$ cat src/rtl/irq_msg_pkg.sv
package irq_msg_pkg;
    typedef enum logic [1:0] {
        BUS_IDLE = 2'd0,
        BUS_REQ  = 2'd1,
        BUS_WAIT = 2'd2
    } bus_state_e;

    localparam logic [1:0] OFF_ADDR_LO = 2'd0;
    localparam logic [1:0] OFF_ADDR_HI = 2'd1;
    localparam logic [1:0] OFF_STATUS  = 2'd2;
endpackage

$ cat src/rtl/irq_edge_sync.sv
module irq_edge_sync #(
    parameter int NUM_CH = 4
) (
    input  logic              clk,
    input  logic              rst_n,
    input  logic [NUM_CH-1:0] raw_in,
    output logic [NUM_CH-1:0] level,
    output logic [NUM_CH-1:0] edge_pulse
);
    typedef struct packed {
        logic [NUM_CH-1:0] meta;
        logic [NUM_CH-1:0] sync;
        logic [NUM_CH-1:0] prev;
    } sync_st_t;

    sync_st_t st_d, st_q;

    always_comb begin
        st_d      = st_q;
        st_d.meta = raw_in;
        st_d.sync = st_q.meta;
        st_d.prev = st_q.sync;
    end

    always_ff @(posedge clk) begin
        if (!rst_n) st_q <= '0;
        else        st_q <= st_d;
    end

    assign level      = st_q.sync;
    assign edge_pulse = st_q.sync ^ st_q.prev;
endmodule

$ cat src/rtl/irq_rr_arb.sv
module irq_rr_arb #(
    parameter int NUM_CH = 4,
    localparam int IDX_W = (NUM_CH > 1) ? $clog2(NUM_CH) : 1
) (
    input  logic              clk,
    input  logic              rst_n,
    input  logic [NUM_CH-1:0] req,
    input  logic              take,
    output logic              gnt_any,
    output logic [IDX_W-1:0]  gnt_idx
);
    logic [IDX_W-1:0] last_d, last_q;

    always_comb begin
        gnt_any = 1'b0;
        gnt_idx = '0;
        for (int k = NUM_CH; k >= 1; k--) begin
            int c;
            c = int'(last_q) + k;
            if (c >= NUM_CH) c = c - NUM_CH;
            if (req[c]) begin
                gnt_any = 1'b1;
                gnt_idx = IDX_W'(c);
            end
        end
        last_d = (take && gnt_any) ? gnt_idx : last_q;
    end

    always_ff @(posedge clk) begin
        if (!rst_n) last_q <= IDX_W'(NUM_CH - 1);
        else        last_q <= last_d;
    end

    // a grant never goes to a channel that is not requesting
    a_r8_grant_requested: assert property (@(posedge clk) disable iff (!rst_n)
        gnt_any |-> req[gnt_idx]);
endmodule

$ cat src/rtl/irq_regfile.sv
module irq_regfile
    import irq_msg_pkg::*;
#(
    parameter int NUM_CH = 4,
    parameter int ADDR_W = 40,
    parameter int REG_AW = 8,
    localparam int HI_W  = ADDR_W - 32,
    localparam int CH_AW = REG_AW - 4
) (
    input  logic                          clk,
    input  logic                          rst_n,
    input  logic                          reg_valid,
    input  logic                          reg_write,
    input  logic [REG_AW-1:0]             reg_addr,
    input  logic [31:0]                   reg_wdata,
    output logic [31:0]                   reg_rdata,
    input  logic [NUM_CH-1:0]             level,
    input  logic [NUM_CH-1:0]             err_set,
    output logic [NUM_CH-1:0][ADDR_W-1:0] tgt_addr
);
    typedef struct packed {
        logic [NUM_CH-1:0][31:0]   lo;
        logic [NUM_CH-1:0][HI_W-1:0] hi;
        logic [NUM_CH-1:0]         err;
        logic [31:0]               rdata;
    } rf_st_t;

    rf_st_t st_d, st_q;

    logic             hit;
    logic [CH_AW-1:0] ch_sel;
    logic [1:0]       off;
    logic [NUM_CH-1:0] sel, wr_lo, wr_hi, wr_stat, rd_stat;

    assign hit    = reg_valid && (reg_addr[1:0] == 2'b00);
    assign ch_sel = reg_addr[REG_AW-1:4];
    assign off    = reg_addr[3:2];

    for (genvar i = 0; i < NUM_CH; i++) begin : g_dec
        assign sel[i]     = hit && (ch_sel == CH_AW'(i));
        assign wr_lo[i]   = sel[i] && reg_write && (off == OFF_ADDR_LO);
        assign wr_hi[i]   = sel[i] && reg_write && (off == OFF_ADDR_HI);
        assign wr_stat[i] = sel[i] && reg_write && (off == OFF_STATUS);
        assign rd_stat[i] = sel[i] && !reg_write && (off == OFF_STATUS);
        assign tgt_addr[i] = {st_q.hi[i], st_q.lo[i]};
    end

    always_comb begin
        st_d = st_q;
        for (int i = 0; i < NUM_CH; i++) begin
            if (err_set[i])      st_d.err[i] = 1'b1;
            else if (rd_stat[i]) st_d.err[i] = 1'b0;
            if (wr_lo[i]) st_d.lo[i] = reg_wdata;
            if (wr_hi[i]) st_d.hi[i] = reg_wdata[HI_W-1:0];
        end
        if (hit && !reg_write) begin
            st_d.rdata = '0;
            for (int i = 0; i < NUM_CH; i++) begin
                if (sel[i]) begin
                    case (off)
                        OFF_ADDR_LO: st_d.rdata = st_q.lo[i];
                        OFF_ADDR_HI: st_d.rdata = 32'(st_q.hi[i]);
                        OFF_STATUS:  st_d.rdata = {30'd0, st_q.err[i], level[i]};
                        default:     st_d.rdata = '0;
                    endcase
                end
            end
        end
    end

    always_ff @(posedge clk) begin
        if (!rst_n) st_q <= '0;
        else        st_q <= st_d;
    end

    assign reg_rdata = st_q.rdata;

    for (genvar i = 0; i < NUM_CH; i++) begin : g_chk
        a_r7_set_beats_read: assert property (@(posedge clk) disable iff (!rst_n)
            err_set[i] |=> st_q.err[i]);
        a_r6_read_clears: assert property (@(posedge clk) disable iff (!rst_n)
            (rd_stat[i] && !err_set[i]) |=> !st_q.err[i]);
        a_r11_status_write_ignored: assert property (@(posedge clk) disable iff (!rst_n)
            (wr_stat[i] && !err_set[i]) |=> (st_q.err[i] == $past(st_q.err[i])));
    end
endmodule

$ cat src/rtl/irq_msg_bridge.sv
module irq_msg_bridge
    import irq_msg_pkg::*;
#(
    parameter int NUM_CH = 4,
    parameter int ADDR_W = 40,
    parameter int REG_AW = 8,
    localparam int IDX_W = (NUM_CH > 1) ? $clog2(NUM_CH) : 1
) (
    input  logic              clk,
    input  logic              rst_n,
    input  logic [NUM_CH-1:0] irq_in,
    input  logic              reg_valid,
    input  logic              reg_write,
    input  logic [REG_AW-1:0] reg_addr,
    input  logic [31:0]       reg_wdata,
    output logic [31:0]       reg_rdata,
    output logic              wr_req_valid,
    input  logic              wr_req_ready,
    output logic [ADDR_W-1:0] wr_req_addr,
    output logic [31:0]       wr_req_data,
    input  logic              wr_rsp_valid,
    input  logic              wr_rsp_err
);
    typedef struct packed {
        bus_state_e        state;
        logic [IDX_W-1:0]  cur;
        logic [ADDR_W-1:0] addr;
        logic [NUM_CH-1:0] pending;
    } br_st_t;

    br_st_t st_d, st_q;

    logic [NUM_CH-1:0]             level, edge_pulse, err_set;
    logic [NUM_CH-1:0][ADDR_W-1:0] tgt_addr;
    logic                          gnt_any, take;
    logic [IDX_W-1:0]              gnt_idx;

    irq_edge_sync #(.NUM_CH(NUM_CH)) u_sync (
        .clk(clk), .rst_n(rst_n), .raw_in(irq_in),
        .level(level), .edge_pulse(edge_pulse)
    );

    irq_rr_arb #(.NUM_CH(NUM_CH)) u_arb (
        .clk(clk), .rst_n(rst_n), .req(st_q.pending), .take(take),
        .gnt_any(gnt_any), .gnt_idx(gnt_idx)
    );

    irq_regfile #(.NUM_CH(NUM_CH), .ADDR_W(ADDR_W), .REG_AW(REG_AW)) u_regs (
        .clk(clk), .rst_n(rst_n),
        .reg_valid(reg_valid), .reg_write(reg_write), .reg_addr(reg_addr),
        .reg_wdata(reg_wdata), .reg_rdata(reg_rdata),
        .level(level), .err_set(err_set), .tgt_addr(tgt_addr)
    );

    always_comb begin
        st_d    = st_q;
        take    = 1'b0;
        err_set = '0;
        case (st_q.state)
            BUS_IDLE: begin
                if (gnt_any) begin
                    take       = 1'b1;
                    st_d.cur   = gnt_idx;
                    st_d.addr  = tgt_addr[gnt_idx];
                    st_d.state = BUS_REQ;
                end
            end
            BUS_REQ: begin
                if (wr_req_ready) begin
                    st_d.pending[st_q.cur] = 1'b0;
                    st_d.state             = BUS_WAIT;
                end
            end
            BUS_WAIT: begin
                if (wr_rsp_valid) begin
                    err_set[st_q.cur] = wr_rsp_err;
                    st_d.state        = BUS_IDLE;
                end
            end
            default: st_d.state = BUS_IDLE;
        endcase
        // a fresh edge outranks the clear from an acceptance
        st_d.pending = st_d.pending | edge_pulse;
    end

    always_ff @(posedge clk) begin
        if (!rst_n) begin
            st_q       <= '0;
            st_q.state <= BUS_IDLE;
        end else begin
            st_q <= st_d;
        end
    end

    assign wr_req_valid = (st_q.state == BUS_REQ);
    assign wr_req_addr  = st_q.addr;
    assign wr_req_data  = 32'(st_q.cur);

    // accepted write closes the request until its response comes back
    a_r9_one_outstanding: assert property (@(posedge clk) disable iff (!rst_n)
        (wr_req_valid && wr_req_ready) |=> !wr_req_valid);
    // stalled request keeps its contents
    a_r10_req_stable: assert property (@(posedge clk) disable iff (!rst_n)
        (wr_req_valid && !wr_req_ready) |=>
            (wr_req_valid && $stable(wr_req_addr) && $stable(wr_req_data)));
    for (genvar i = 0; i < NUM_CH; i++) begin : g_pend
        // either edge direction marks the channel pending
        a_r3_edge_sets_pending: assert property (@(posedge clk) disable iff (!rst_n)
            edge_pulse[i] |=> st_q.pending[i]);
    end
endmodule

$ cat config.mk
export PLATFORM = sky130hd
export DESIGN_NAME = irq_msg_bridge
export DESIGN_NICKNAME = d
export VERILOG_FILES = /design/src/rtl/irq_msg_pkg.sv /design/src/rtl/irq_edge_sync.sv /design/src/rtl/irq_rr_arb.sv /design/src/rtl/irq_regfile.sv /design/src/rtl/irq_msg_bridge.sv
export SDC_FILE = /design/constraint.sdc
export NUM_CORES = 1
export LEC_CHECK = 0
export ABC_AREA = 1
export BUFFER_PORTS_ARGS = -buffer_cell sky130_fd_sc_hd__buf_2
export CAP_MARGIN = 20
export CELL_PAD_IN_SITES_DETAIL_PLACEMENT = 0
export CELL_PAD_IN_SITES_GLOBAL_PLACEMENT = 1
export CORE_UTILIZATION = 45
export DETAILED_ROUTE_END_ITERATION = 8
export GPL_TIMING_DRIVEN = 0
export MAX_ROUTING_LAYER = met4
export PLACE_DENSITY = 0.82
export SLEW_MARGIN = 0
export SYNTH_ARGS = -nofsm -noshare
export SYNTH_HDL_FRONTEND = slang
export SYNTH_SLANG_ARGS = --single-unit
$ cat constraint.sdc
create_clock -name clk -period 3.81 [get_ports clk]
set_input_delay 0.5715 -clock clk [delete_from_list [all_inputs] [get_ports clk]]
set_output_delay 0.5715 -clock clk [all_outputs]
set_load 0.01 [all_outputs]
==> metrics, run 1 <==
status=complete, no violations; P_sw=4.43 mW; gpl congestion=0.934; Crit path top cell by count=nand2_1; CTS tree=yes; R2R Path Start=u_arb.last_q[0]$_SDFFE_PN1P_; chip width=171 um; Async S/R FF share, synth=0%; Root Buffer=clkbuf_16; Fillers=2889; Total Routing Usage GR=33.0%; Fmax achieved=0.352 GHz; final hold violations=0; hold path depth=3; Post-synth EDFFs=0; Clk pwr share=30.3%; Slew headroom=40.2%; clk sink count=258; DRC viols=0; I/O pins=156; Hold-fix buffers, CTS=0; CP max FO=10; M1 wire length=20200 um; DPL Wire Length=33400 um; Die Y=171 um; Setup CP Type=flip-flop to flip-flop; RSZ-0062 raised after global routing=no; Detail Route Antenna Nets=0; Slew @ Worst Pin=0.893 ns; Vias=13100; DRT iter0 DRCs=1148; Num CTS Buffers=30; first-pass GRT wire length=70900 um; post-CTS resize count=0; diode count=0; fin util=54.5%; 1st-pass router iterations=5; Worst path slowest cell=nor3_2; worst reg2reg setup slack=0.97 ns; Worst Path Buf+Inv=5; Clock Tree Buf Depth=3; register area share after synthesis=40.2%; initial antenna violation count=0; leak pwr=6.94 nW; metal3 WL=3720 um; gr ovfl total=0; die area=0.0292 mm2; Port-buffer cells=124; setup_tns=0 ns; final worst path period share=74.5%; HP Start=irq_in[2]; post-synthesis instance total=1843; met2 wire len=21100 um; area of the core=0.0279 mm2; most frequent cells after synthesis=inv_1 (264), dfxtp_1 (258), nand3_1 (251); share of the synthesized area in the top cell type=40.2%; CP peak stage delay=0.68 ns; Avg Cell Area, Syn=6.98 um2; Worst Setup End Kind=flip-flop; Max Cap Viol=0; Top Family by Delay on Critical Path=simple AND/OR/NAND/NOR gates; HP Class=primary input to flip-flop; reg2reg end=wr_req_addr[34]$_SDFFE_PN0P_; Yosys top cell by area=dfxtp_1; Hold WS=0.187 ns; via density per instance=5.38; later-pin clock latency in the skew report=0.57 ns; Synth Flop Type=dfxtp_1; clk_skew=0.0134 ns; top area cells in the synthesized netlist=dfxtp_1 (40%), nand3_1 (9.8%), a21oi_1 (7.9%), inv_1 (7.7%), nand2_1 (6.5%); synthesized area=0.0129 mm2; Synth Warn #=0; # H-tree levels=1; uppermost layer routed=met4; Peak VDD IR=0.369 mV; vias in the first global route=12100; Final setup viols=0; crit-path cells=buf_4, inv_2, nand2_1, nand2_1, nand2_1, nor3_1, nor3_2, buf_2, buf_2, nand3_1, nand2_1, inv_1; combinational fraction of design power=42.6%; depth of the worst register-to-register path=12; footprint of the multi-input gates=0.00541 mm2; CP required=4.27 ns; clock-pin slew on the worst setup and hold paths=0.07 ns; fin nets=2079; min Tclk post-route=2.84 ns; P&R area growth vs syn=18.3%; Sw Share=40.2%; Routed WL=47000 um; Slew Viols, Final=0; FP Rows=61; initial core utilization=46.0%; CP startpoint kind=flip-flop; internal cell power=6.59 mW; Flop pwr share=27.1%; pwr dens=724 mW/mm2; wire per inst=19.3 um; count leader, synth=inv_1; layout cells sized above 1=18.1%; arrival time worst endpoint=3.30 ns; Register Area=0.00516 mm2; #FFs+latches synth=258; # Post-CTS Setup Buffers=0; Hold EP=u_sync.st_d[6]$_SDFF_PN0_; synth unique cells=33; largest net degree at the start of global routing=15
[layer usage]
metal / vias to the layer above / global-route usage, %
li1: 6304 / -
met1: 6034 / 43.9
met2: 620 / 50.7
met3: 123 / 3.89
met4: 0 / 13.7
met5: - / -
[per-stage QoR]
stage / setup slack, ns / power, mW / std cells / area (um2)
after global routing: 0.955 / 11.6 / 2430 / 15200
after floorplan: 1.92 / 6.21 / 1872 / 13000
after global placement: 0.772 / 7.61 / 2374 / 14100
final: 0.972 / 11.0 / 2430 / 15200
after CTS: 1.08 / 11.0 / 2430 / 15200
after detailed placement: 0.781 / 7.65 / 2374 / 14100
[power by group through the flow]
stage	clock (mW)	combinational [mW]	sequential, mW
floorplan	0	3.19	3.02
global placement	0	4.56	3.04
detailed placement	0	4.60	3.05
CTS	3.35	4.62	2.99
global route	3.46	5.14	3.01
finish	3.33	4.70	2.99
[tightest hold or removal path: cells and delay by family]
kind,cells,cell delay [ns]
buffers and inverters,2,0.11
and+or+nand+nor,1,0.04
[state kept, by name (all words and copies together), names as in the netlist]
name and cells:
wr_req_data 2, u_regs.reg_rdata 32, st_q 6, u_sync.st_q 4, u_arb.last_q 2, wr_req_addr 40, u_regs.st_q 4, u_sync.level 4
u_regs.tgt_addr 160, u_sync.st_d 4
[how the worst max path moves through the flow]
stage                                            start                                end  slack (ns)  cells after the start
after floorplan                            reg_addr[1]  u_regs.tgt_addr[157]$_SDFFE_PN0P_        1.92                      9
after global placement                     reg_addr[1]  u_regs.tgt_addr[158]$_SDFFE_PN0P_        0.77                     10
after detailed placement                   reg_addr[1]  u_regs.tgt_addr[158]$_SDFFE_PN0P_        0.78                     10
after CTS                 u_arb.last_q[0]$_SDFFE_PN1P_       wr_req_addr[32]$_SDFFE_PN0P_        1.08                     12
after global routing      u_arb.last_q[0]$_SDFFE_PN1P_       wr_req_addr[34]$_SDFFE_PN0P_        0.95                     12
final                     u_arb.last_q[0]$_SDFFE_PN1P_       wr_req_addr[34]$_SDFFE_PN0P_        0.97                     12
[layout by cell type, fill, tap and decap left out, types with 7 or more instances in the layout]
| cell | count |
|---|---|
| inv_1 | 264 |
| dfxtp_1 | 258 |
| nand3_1 | 251 |
| nand2_1 | 222 |
| a21oi_1 | 203 |
| buf_2 | 179 |
| o21ai_0 | 149 |
| buf_4 | 106 |
| nor2_1 | 88 |
| clkbuf_1 | 64 |
| o22ai_1 | 48 |
| o21ai_1 | 46 |
| clkbuf_16 | 31 |
| conb_1 | 30 |
| o211ai_1 | 26 |
| inv_2 | 11 |
| o221ai_1 | 8 |
| clkbuf_8 | 8 |
| bufinv_16 | 7 |
[final cells by class]
| type | instances | share of cell area, % |
|---|---|---|
| plain buffers | 228 | 8.89 |
| clock buffers | 41 | 5.87 |
| clock inverters | 15 | 1.72 |
| inverters | 276 | 6.81 |
| multi-input cells | 1110 | 35.6 |
| flip-flops and latches | 258 | 34.0 |
| well taps | 378 | 3.11 |
| repair buffers | 124 | 4.08 |
[kinds of logic (layout without fill, tap and decap cells)]
family	Yosys count	after routing	synth area share, %
AND/OR/NAND/NOR	587	587	20.5
flip-flops	258	258	40.2
buffers and inverters	504	684	18.6
XOR/XNOR	4	4	0.272
other	1	30	0.0292
AO/OA/AOI/OAI	489	489	20.5
Power figures use the tool's default switching activity.
==> inputs of run 2 (changes only) <==
CORE_UTILIZATION = 38   (was 45)
PLACE_DENSITY = 0.73   (was 0.82)
clock period = 2.6 ns   (was 3.81 ns; I/O delays follow)
==> run 2 against run 1 <==
Combinational power up 46%. Clock-buffer cell count up 4. First-iteration DRC count down 14%. Via count down 0.17%. Register-to-register slack worse by 0.79 ns. Critical endpoint is now wr_req_addr[32]$_SDFFE_PN0P_.
==> metrics, run 2 (synthesis gave the netlist of run 1 again) <==
Slew headroom=40.8% (was 40.2%); Port-buffer cells=124 (unchanged); first-pass GRT wire length=72800 um (was 70900 um); setup_tns=0 ns (unchanged); die area=0.0346 mm2 (was 0.0292 mm2); FP Rows=66 (was 61); vias in the first global route=12400 (was 12100); Detail Route Antenna Nets=0 (unchanged); fin nets=2080 (was 2079); clk sink count=258 (unchanged); internal cell power=9.58 mW (was 6.59 mW); hold path depth=3 (unchanged); Die Y=186 um (was 171 um); Max Cap Viol=0 (unchanged); Root Buffer=clkbuf_16 (unchanged); gpl congestion=0.969 (was 0.934); diode count=0 (unchanged); chip width=186 um (was 171 um); # H-tree levels=1 (unchanged); CP required=3.06 ns (was 4.27 ns); Slew Viols, Final=0 (unchanged); final hold violations=0 (unchanged); area of the core=0.0329 mm2 (was 0.0279 mm2); 1st-pass router iterations=6 (was 5); final worst path period share=93.0% (was 74.5%); CP max FO=10 (unchanged); DRT iter0 DRCs=984 (was 1148); arrival time worst endpoint=2.88 ns (was 3.30 ns); Worst setup startpoint=u_arb.last_q[0]$_SDFFE_PN1P_ (unchanged); via density per instance=5.23 (was 5.38); Flop pwr share=27.3% (was 27.1%); initial core utilization=39.0% (was 46.0%); DPL Wire Length=34900 um (was 33400 um); Worst Setup End Kind=flip-flop (unchanged); largest net degree at the start of global routing=15 (unchanged); Clk pwr share=29.8% (was 30.3%); pwr dens=1050 mW/mm2 (was 724 mW/mm2); final total power=16.0 mW (was 11.0 mW); # Post-CTS Setup Buffers=0 (unchanged); depth of the worst register-to-register path=12 (unchanged); Clock Tree Buf Depth=3 (unchanged); Fmax achieved=0.413 GHz (was 0.352 GHz); reg2reg end=wr_req_addr[32]$_SDFFE_PN0P_ (was wr_req_addr[34]$_SDFFE_PN0P_); HP Start=irq_in[2] (unchanged); Num CTS Buffers=30 (unchanged); Total Routing Usage GR=28.8% (was 33.0%); later-pin clock latency in the skew report=0.57 ns (about the same); clk_skew=0.0165 ns (was 0.0134 ns); I/O pins=156 (unchanged); commonest non-fill, non-tap cell in the layout=inv_1 (unchanged); P_sw=6.44 mW (was 4.43 mW); initial antenna violation count=0 (unchanged); most frequent cells in the layout=inv_1 (264), dfxtp_1 (258), nand3_1 (251) (unchanged); wire per inst=19.4 um (was 19.3 um); layout cells sized above 1=18.1% (about the same); DRC viols=0 (unchanged); R2R Path Start=u_arb.last_q[0]$_SDFFE_PN1P_ (unchanged); combinational fraction of design power=42.9% (was 42.6%); min Tclk post-route=2.42 ns (was 2.84 ns); Vias=13100 (about the same); max reg flops=160 (unchanged); RSZ-0062 raised after global routing=no (unchanged); Sw Share=40.2% (about the same); Slew @ Worst Pin=0.888 ns (was 0.893 ns); Hold EP=u_sync.st_d[6]$_SDFF_PN0_ (unchanged); status=complete, no violations (unchanged); CTS tree=yes (unchanged); CP startpoint kind=flip-flop (unchanged); worst reg2reg setup slack=0.18 ns (was 0.97 ns); HP Class=primary input to flip-flop (unchanged); P&R area growth vs syn=18.9% (was 18.3%); Peak VDD IR=0.821 mV (was 0.369 mV); leak pwr=6.95 nW (was 6.94 nW); Final setup viols=0 (unchanged); gr ovfl total=0 (unchanged); Setup CP Type=flip-flop to flip-flop (unchanged); clock-pin slew on the worst setup and hold paths=0.06 ns (was 0.07 ns); Routed WL=48300 um (was 47000 um)
-- run 2: worst max path at each step --
stage,endpoint,slack (ns),depth (start not counted)
6_report,wr_req_addr[32]$_SDFFE_PN0P_,0.18,12
5_1_grt,wr_req_addr[32]$_SDFFE_PN0P_,0.05,12
4_1_cts,wr_req_addr[32]$_SDFFE_PN0P_,0.15,12
3_5_place_dp,u_regs.tgt_addr[142]$_SDFFE_PN0P_,-0.15,10
3_3_place_gp,u_regs.tgt_addr[136]$_SDFFE_PN0P_,-0.10,10
2_1_floorplan,u_regs.tgt_addr[157]$_SDFFE_PN0P_,0.89,9
-- run 2: repair_timing --
| action | 4_1_cts | 5_1_grt |
|---|---|---|
| endpoints found under the hold margin | 1 | 0 |
| hold buffers | 1 | 0 |
| resized for setup | 1 | 1 |
| endpoints found under the setup margin | 1 | 1 |
-- run 2: worst max-delay path: stages (launching register included) --
cell and delay [ns]:
dfxtp_1 0.30, buf_4 0.17, inv_2 0.09, nand2_1 0.08, nand2_1 0.07, nand2_1 0.09
nor3_1 0.08, nor3_4 0.34, clkbuf_4 0.37, buf_2 0.31, nand3_1 0.26, nand2_1 0.11
inv_1 0.04
-- run 2: stage by stage --
stage               std cells  setup slack [ns]  hold WS (ns)  util [%]  cell area, um2
floorplan                1872             0.894         0.386         -           13000
global placement         2438            -0.101         0.399      42.9           14100
detailed placement       2438            -0.147         0.400      42.9           14100
CTS                      2495             0.154        0.0114      46.4           15300
global route             2495            0.0495        0.0288      46.4           15300
finish                   2495             0.181        0.0227      46.4           15300
-- run 2: area by class of cell --
| cell class | instances | area, um2 |
|---|---|---|
| inverters | 276 | 1040 |
| fillers | 3473 | 17700 |
| well taps | 442 | 553 |
| multi-input cells | 1110 | 5420 |
| clock inverters | 11 | 183 |
| flip-flops and latches | 258 | 5160 |
| repair buffers | 125 | 631 |
| plain buffers | 228 | 1360 |
| clock buffers | 45 | 948 |
-- run 2: metal layers --
| metal | vias up | routed length, um | track usage [%] |
|---|---|---|---|
| met5 | - | 0 | - |
| met4 | 0 | 2020 | 11.9 |
| met3 | 121 | 3150 | 3.91 |
| met2 | 528 | 21800 | 45.3 |
| met1 | 6094 | 21300 | 37.1 |
| li1 | 6316 | - | - |
-- run 2: power groups by stage --
stage / Clock, mW / Sequential, mW / Combinational, mW
after CTS: 4.83 / 4.38 / 6.82
after global placement: 0 / 4.46 / 6.72
after floorplan: 0 / 4.42 / 4.68
final: 4.77 / 4.38 / 6.87
after detailed placement: 0 / 4.46 / 6.78
after global routing: 5.00 / 4.41 / 7.58
